<file path="src/rtl/vmsa_pkg.sv">
package vmsa_pkg;

   // which requester drives the memory port in the current cycle
   typedef enum logic [1:0] {
      MEM_IDLE  = 2'd0,
      MEM_VID   = 2'd1,
      MEM_DRAIN = 2'd2,
      MEM_CPURD = 2'd3
   } mem_owner_e;

   function automatic bit ratio_ok(input int unsigned r);
      return (r >= 2) && ((r % 2) == 0);
   endfunction

endpackage

</file>
<file path="src/rtl/vmsa_slot_seq.sv">
// Slot sequencer: even phases are video slots, odd phases are CPU slots.
module vmsa_slot_seq #(
   parameter int unsigned RATIO = 4
) (
   input  logic clk,
   input  logic rst_n,
   output logic vid_slot,
   output logic fetch_tick
);
   localparam int unsigned PW = (RATIO > 2) ? $clog2(RATIO) : 1;

   generate
      if (RATIO == 2) begin : g_toggle
         logic odd_q;
         always_ff @(posedge clk) begin
            if (!rst_n) odd_q <= 1'b0;
            else        odd_q <= ~odd_q;
         end
         assign vid_slot   = ~odd_q;
         assign fetch_tick = ~odd_q;
      end else begin : g_count
         localparam logic [PW-1:0] LAST = PW'(RATIO - 1);
         logic [PW-1:0] phase_q;
         always_ff @(posedge clk) begin
            if (!rst_n)                phase_q <= '0;
            else if (phase_q == LAST)  phase_q <= '0;
            else                       phase_q <= phase_q + 1'b1;
         end
         assign vid_slot   = ~phase_q[0];
         assign fetch_tick = (phase_q == '0);
      end
   endgenerate
endmodule

</file>
<file path="src/rtl/vmsa_wbuf.sv">
// One-entry posted write buffer with optional read forwarding.
module vmsa_wbuf #(
   parameter int unsigned AW      = 10,
   parameter int unsigned DW      = 8,
   parameter bit          HIT_FWD = 1'b1
) (
   input  logic          clk,
   input  logic          rst_n,
   input  logic          load,
   input  logic [AW-1:0] load_addr,
   input  logic [DW-1:0] load_data,
   input  logic          drain,
   input  logic [AW-1:0] look_addr,
   output logic          valid,
   output logic [AW-1:0] addr,
   output logic [DW-1:0] data,
   output logic          hit
);
   logic          valid_q;
   logic [AW-1:0] addr_q;
   logic [DW-1:0] data_q;

   always_ff @(posedge clk) begin
      if (!rst_n) begin
         valid_q <= 1'b0;
         addr_q  <= '0;
         data_q  <= '0;
      end else if (load) begin
         valid_q <= 1'b1;
         addr_q  <= load_addr;
         data_q  <= load_data;
      end else if (drain) begin
         valid_q <= 1'b0;
      end
   end

   assign valid = valid_q;
   assign addr  = addr_q;
   assign data  = data_q;

   generate
      if (HIT_FWD) begin : g_fwd
         assign hit = valid_q && (addr_q == look_addr);
      end else begin : g_nofwd
         assign hit = 1'b0;
      end
   endgenerate
endmodule

</file>
<file path="src/rtl/vmsa_vid_port.sv">
// Video side: issues a read only in its own slot, flags the returning data.
module vmsa_vid_port (
   input  logic clk,
   input  logic rst_n,
   input  logic vid_slot,
   input  logic vid_req,
   output logic issue,
   output logic rvalid
);
   logic rvalid_q;

   assign issue = vid_slot & vid_req;

   always_ff @(posedge clk) begin
      if (!rst_n) rvalid_q <= 1'b0;
      else        rvalid_q <= issue;
   end

   assign rvalid = rvalid_q;
endmodule

</file>
<file path="src/rtl/vmem_slot_arb.sv">
module vmem_slot_arb #(
   parameter int unsigned AW      = 10,
   parameter int unsigned DW      = 8,
   parameter int unsigned RATIO   = 4,
   parameter bit          HIT_FWD = 1'b1
) (
   input  logic          clk,
   input  logic          rst_n,
   input  logic          cpu_req,
   input  logic          cpu_we,
   input  logic [AW-1:0] cpu_addr,
   input  logic [DW-1:0] cpu_wdata,
   output logic          cpu_ready,
   output logic [DW-1:0] cpu_rdata,
   input  logic          vid_req,
   input  logic [AW-1:0] vid_addr,
   output logic          vid_rvalid,
   output logic [DW-1:0] vid_rdata,
   output logic          vid_slot,
   output logic          vid_fetch_tick,
   output logic          mem_en,
   output logic          mem_we,
   output logic [AW-1:0] mem_addr,
   output logic [DW-1:0] mem_wdata,
   input  logic [DW-1:0] mem_rdata
);
   import vmsa_pkg::*;

   generate
      if (!ratio_ok(RATIO)) begin : g_bad_ratio
         $error("vmem_slot_arb: RATIO must be even and at least 2");
      end
      if (AW < 1 || DW < 1) begin : g_bad_width
         $error("vmem_slot_arb: AW and DW must be at least 1");
      end
   endgenerate

   logic          slot_v;
   logic          cpu_slot;
   logic          buf_valid;
   logic [AW-1:0] buf_addr;
   logic [DW-1:0] buf_data;
   logic          buf_hit;
   logic          drain;
   logic          wr_acc;
   logic          rd_want;
   logic          hit_acc;
   logic          rd_issue;
   logic          rd_pend_q;
   logic          vid_issue;
   mem_owner_e    owner;

   vmsa_slot_seq #(.RATIO(RATIO)) u_seq (
      .clk        (clk),
      .rst_n      (rst_n),
      .vid_slot   (slot_v),
      .fetch_tick (vid_fetch_tick)
   );

   assign vid_slot = slot_v;
   assign cpu_slot = ~slot_v;

   // CPU side decisions
   assign drain    = cpu_slot & buf_valid;
   assign wr_acc   = cpu_req & cpu_we & ~rd_pend_q & (~buf_valid | drain);
   assign rd_want  = cpu_req & ~cpu_we & ~rd_pend_q;
   assign hit_acc  = rd_want & buf_hit;
   assign rd_issue = rd_want & ~buf_hit & cpu_slot & ~buf_valid;

   vmsa_wbuf #(.AW(AW), .DW(DW), .HIT_FWD(HIT_FWD)) u_wbuf (
      .clk       (clk),
      .rst_n     (rst_n),
      .load      (wr_acc),
      .load_addr (cpu_addr),
      .load_data (cpu_wdata),
      .drain     (drain),
      .look_addr (cpu_addr),
      .valid     (buf_valid),
      .addr      (buf_addr),
      .data      (buf_data),
      .hit       (buf_hit)
   );

   always_ff @(posedge clk) begin
      if (!rst_n) rd_pend_q <= 1'b0;
      else        rd_pend_q <= rd_issue;
   end

   assign cpu_ready = wr_acc | hit_acc | rd_pend_q;
   assign cpu_rdata = rd_pend_q ? mem_rdata : (hit_acc ? buf_data : '0);

   // video side
   vmsa_vid_port u_vid (
      .clk      (clk),
      .rst_n    (rst_n),
      .vid_slot (slot_v),
      .vid_req  (vid_req),
      .issue    (vid_issue),
      .rvalid   (vid_rvalid)
   );

   assign vid_rdata = mem_rdata;

   // memory port mux, one owner per cycle
   always_comb begin
      if (vid_issue)     owner = MEM_VID;
      else if (drain)    owner = MEM_DRAIN;
      else if (rd_issue) owner = MEM_CPURD;
      else               owner = MEM_IDLE;
   end

   always_comb begin
      mem_en    = 1'b0;
      mem_we    = 1'b0;
      mem_addr  = '0;
      mem_wdata = '0;
      unique case (owner)
         MEM_VID: begin
            mem_en   = 1'b1;
            mem_addr = vid_addr;
         end
         MEM_DRAIN: begin
            mem_en    = 1'b1;
            mem_we    = 1'b1;
            mem_addr  = buf_addr;
            mem_wdata = buf_data;
         end
         MEM_CPURD: begin
            mem_en   = 1'b1;
            mem_addr = cpu_addr;
         end
         default: ;
      endcase
   end
endmodule

</file>
<file path="config.mk">
export PLATFORM = sky130hd
export DESIGN_NAME = vmem_slot_arb
export DESIGN_NICKNAME = d
export VERILOG_FILES = /design/src/rtl/vmsa_pkg.sv /design/src/rtl/vmsa_slot_seq.sv /design/src/rtl/vmsa_wbuf.sv /design/src/rtl/vmsa_vid_port.sv /design/src/rtl/vmem_slot_arb.sv
export SDC_FILE = /design/constraint.sdc
export NUM_CORES = 1
export LEC_CHECK = 0
export ABC_AREA = 1
export BUFFER_PORTS_ARGS = -buffer_cell sky130_fd_sc_hd__buf_2
export CORE_ASPECT_RATIO = 1.25
export CORE_MARGIN = 1.5
export CORE_UTILIZATION = 30
export CTS_BUF_LIST = sky130_fd_sc_hd__clkbuf_8 sky130_fd_sc_hd__clkbuf_16
export CTS_CLUSTER_SIZE = 24
export DETAILED_ROUTE_END_ITERATION = 6
export PLACE_DENSITY = 0.63
export SKIP_LAST_GASP = 1
export SYNTH_ARGS = -nofsm -noshare
export SYNTH_HDL_FRONTEND = slang
export SYNTH_SLANG_ARGS = --single-unit
</file>
<file path="constraint.sdc">
create_clock -name clk -period 1.9 [get_ports clk]
set_input_delay 0.19 -clock clk [delete_from_list [all_inputs] [get_ports clk]]
set_output_delay 0.19 -clock clk [all_outputs]
set_load 0.01 [all_outputs]
</file>
==> flow_summary_export.csv <==
group,metric,value,unit
cells_and_area,final_cell_mix,"80 x buf_2, 66 x nand2_1, 30 x inv_1",
clock_tree,ctsRootBufferMaster,"clkbuf_8",
setup_path,reg2reg_from,"u_seq.g_count.phase_q[0]",
setup_path,worst_setup_path_start_kind,"flip-flop",
yosys,synth_simple_gate_area_share,34.3,%
worst_hold_path,min_to,"u_wbuf.addr[5]",
detailed_routing,wl_met2,1890,um
placement,dp.final_hpwl,2980,um
worst_hold_path,holdCritStartpoint,"cpu_addr[5]",
sta,slew_headroom,73.9,%
power,clockPowerShare,26.1,%
clock_tree,cts_tree,"yes",
yosys,synth_nets,274,
setup_path,slowest_stage,"nor2_2",
yosys,yosys_warnings,0,
detailed_routing,drc,0,
yosys,avgSynthCellArea,6.46,um2
floorplan,initial_core_util,31.3,%
placement,numPortBuffers,80,
power,peakVddDrop,0.000219,V
detailed_routing,dr.pass1.iters,4,
power,p_sw_share,30.7,%
power,power_leakage,0.00103,uW
floorplan,core_area,0.00476,mm2
yosys,synth-xor-area-share,0,%
cells_and_area,final_cell_area,0.00191,mm2
placement,routabilityCongestion,0.701,
sta,rsz0062_at_grt,"no",
power,power_frac_seq,48.5,%
setup_path,r2r_slack,0.70,ns
power,p_per_area,590,mW/mm2
detailed_routing,met1Wirelength,1670,um
setup_path,arrival,1.55,ns
sta,finalSetupViolations,0,
clock_tree,cts.sinks,23,
clock_tree,cts_resized,0,
cells_and_area,fin_nets,346,
sta,fin_crit,1.74,ns
clock_tree,postCtsHoldBufs,0,
yosys,ys.flop_type,"dfxtp_1",
detailed_routing,vias_per_cell,4.48,
setup_path,worst_r2r_endpoint,"u_wbuf.addr[8]",
detailed_routing,first_iter_violations,45,
setup_path,r2r_cells,5,
yosys,synthMuxAreaShare,0,%
yosys,synth_area,0.00149,mm2
clock_tree,clkTransAtPathRegs,0.08,ns
yosys,synth-compound-area-share,15.6,%
sta,setup_tns,0,ns
setup_path,critPathKind,"reg -> out",
worst_hold_path,holdPathStages,3,
grt,grtUsageTotal,14.2,%
floorplan,die_w,66.1,um
setup_path,path_cells,"inv_1 -> nand2_1 -> nand4_1 -> nor2_2 -> nand3_1 -> nand2_1 -> buf_2",
floorplan,die_h,81.9,um
power,power.internal,781,uW
run_status,status,"finished, final reports clean",
grt,grt_pass1_wl,5980,um
floorplan,rows,28,
detailed_routing,wl_per_cell,10.7,um
cells_and_area,drive_above_1_share,34.4,%
grt,grt_pass1_vias,1389,
sta,worstMarginPinSlew,0.391,ns
setup_path,crit_path_end_kind,"primary output",
job,drv_cap,0,
clock_tree,clock_path_buffers,2,
sta,finalHoldViolCount,0,
detailed_routing,highest_layer,"met4",
clock_tree,numCtsBuffers,3,
yosys,synthArstFlopShare,0,%
sta,min_period_over_period,91.7,%
worst_hold_path,hold_class,"in -> reg",
grt,grt_max_degree,20,
floorplan,io_pins,81,
yosys,synth_top_family_by_area,"simple AND/OR/NAND/NOR gates",
setup_path,critPathMaxFanout,9,
setup_path,required,1.71,ns
floorplan,die-area,0.00541,mm2
grt,grt_antenna_before_repair,0,
yosys,synth_fa_ha_area_share,1.68,%
clock_tree,insertion_delay,0.26,ns
grt,grt.overflow.total,0,
sta,max_freq,574,MHz
setup_path,path_common_cell,"nand2_1",
detailed_routing,routed_wl,3870,um
yosys,yosys_register_bits,23,
yosys,synth_edf_count,0,
sta,slew_violations,0,
clock_tree,cts_max_level,1,
setup_path,critPathMaxStageDelay,0.36,ns
placement,place_area,0.00186,mm2
detailed_routing,final_antenna_net_count,0,
cells_and_area,syn_to_final_growth,28.0,%
sta,clock_skew,0.00454,ns
cells_and_area,diodes,0,
cells_and_area,final_common_cell,"buf_2",
yosys,syn-instance-count,231,
detailed_routing,met3_length,287,um
yosys,ys_types,27,
yosys,ys_seq_area_share,30.8,%
clock_tree,post_cts_buffers,0,
power,netSwitchingPower,346,uW
detailed_routing,num_vias,1622,
power,pwr-share-comb,25.4,%
## flip-flops by register name, summed over array words and instances, names as in the netlist
register,count
u_wbuf.addr,10
u_seq.g_count.phase_q,2
u_vid.rvalid,1
rd_pend_q,1
u_wbuf.data,8
u_wbuf.valid,1
## synthesized netlist by cell type (2+ instances only)
master	instances	area share (%)
a21oi_1	16	5.4
buf_4	9	4.5
buf_6	4	3.0
dfxtp_1	23	31
ha_1	2	1.7
inv_1	29	7.3
inv_2	5	1.3
nand2_1	66	17
nand3_1	13	4.4
nor2_1	21	5.3
nor2_2	2	0.84
nor2_4	4	3.0
o211ai_1	7	3.5
o21ai_0	17	5.7
## per-layer routing
layer | GRT usage [%] | vias up
met3 | 2.19 | 2
met2 | 26.4 | 59
li1 | - | 861
met5 | 0 | -
met1 | 16.9 | 700
met4 | 3.06 | 0
## worst max path at each step
stage,start,to,slack (ns),cells after the start
2_1_floorplan,rd_pend_q,cpu_rdata[0],0.65,8
3_3_place_gp,rd_pend_q,cpu_rdata[5],0.41,8
3_5_place_dp,rd_pend_q,cpu_rdata[1],0.37,8
4_1_cts,rd_pend_q,cpu_rdata[1],0.08,8
5_1_grt,u_wbuf.addr[5],cpu_rdata[4],0.009,7
6_report,u_wbuf.addr[3],cpu_rdata[1],0.16,7
## power groups by stage
stage / Sequential (uW) / Clock (uW) / Combinational [uW]
after floorplan: 552 / 0 / 191
after global placement: 556 / 0 / 286
after detailed placement: 557 / 0 / 290
after CTS: 546 / 315 / 292
after global routing: 552 / 337 / 328
final: 546 / 295 / 286
## worst max-delay path, delay by kind of cell (launching register included)
kind | cells | cell delay, ns
AND/OR/NAND/NOR | 5 | 0.76
flip-flops | 1 | 0.35
buffers and inverters | 2 | 0.19
## metrics by stage
| step | power, uW | std cells | hold WS, ns | utilization, % | worst slack [ns] |
|---|---|---|---|---|---|
| 2_1_floorplan | 742 | 231 | 0.325 | - | 0.649 |
| 3_3_place_gp | 842 | 358 | 0.456 | 39.1 | 0.414 |
| 3_5_place_dp | 847 | 358 | 0.460 | 39.1 | 0.375 |
| 4_1_cts | 1150 | 362 | 0.191 | 40.1 | 0.0780 |
| 5_1_grt | 1220 | 362 | 0.214 | 40.1 | 0.00868 |
| 6_report | 1130 | 362 | 0.198 | 40.1 | 0.157 |
## logic make-up after synthesis
logic type	after synthesis
simple gates	113
flops	23
fa+ha+maj	2
buf+inv	51
compound gates	42
## layout make-up
cell class | count | area [um2]
flip-flops and latches | 23 | 462
clock buffers | 3 | 41.3
clock inverters | 1 | 3.75
fillers | 543 | 2850
well taps | 60 | 75.1
repair buffers | 83 | 423
multi-input cells | 157 | 769
inverters | 35 | 136
(Power assumes the default switching activity.)
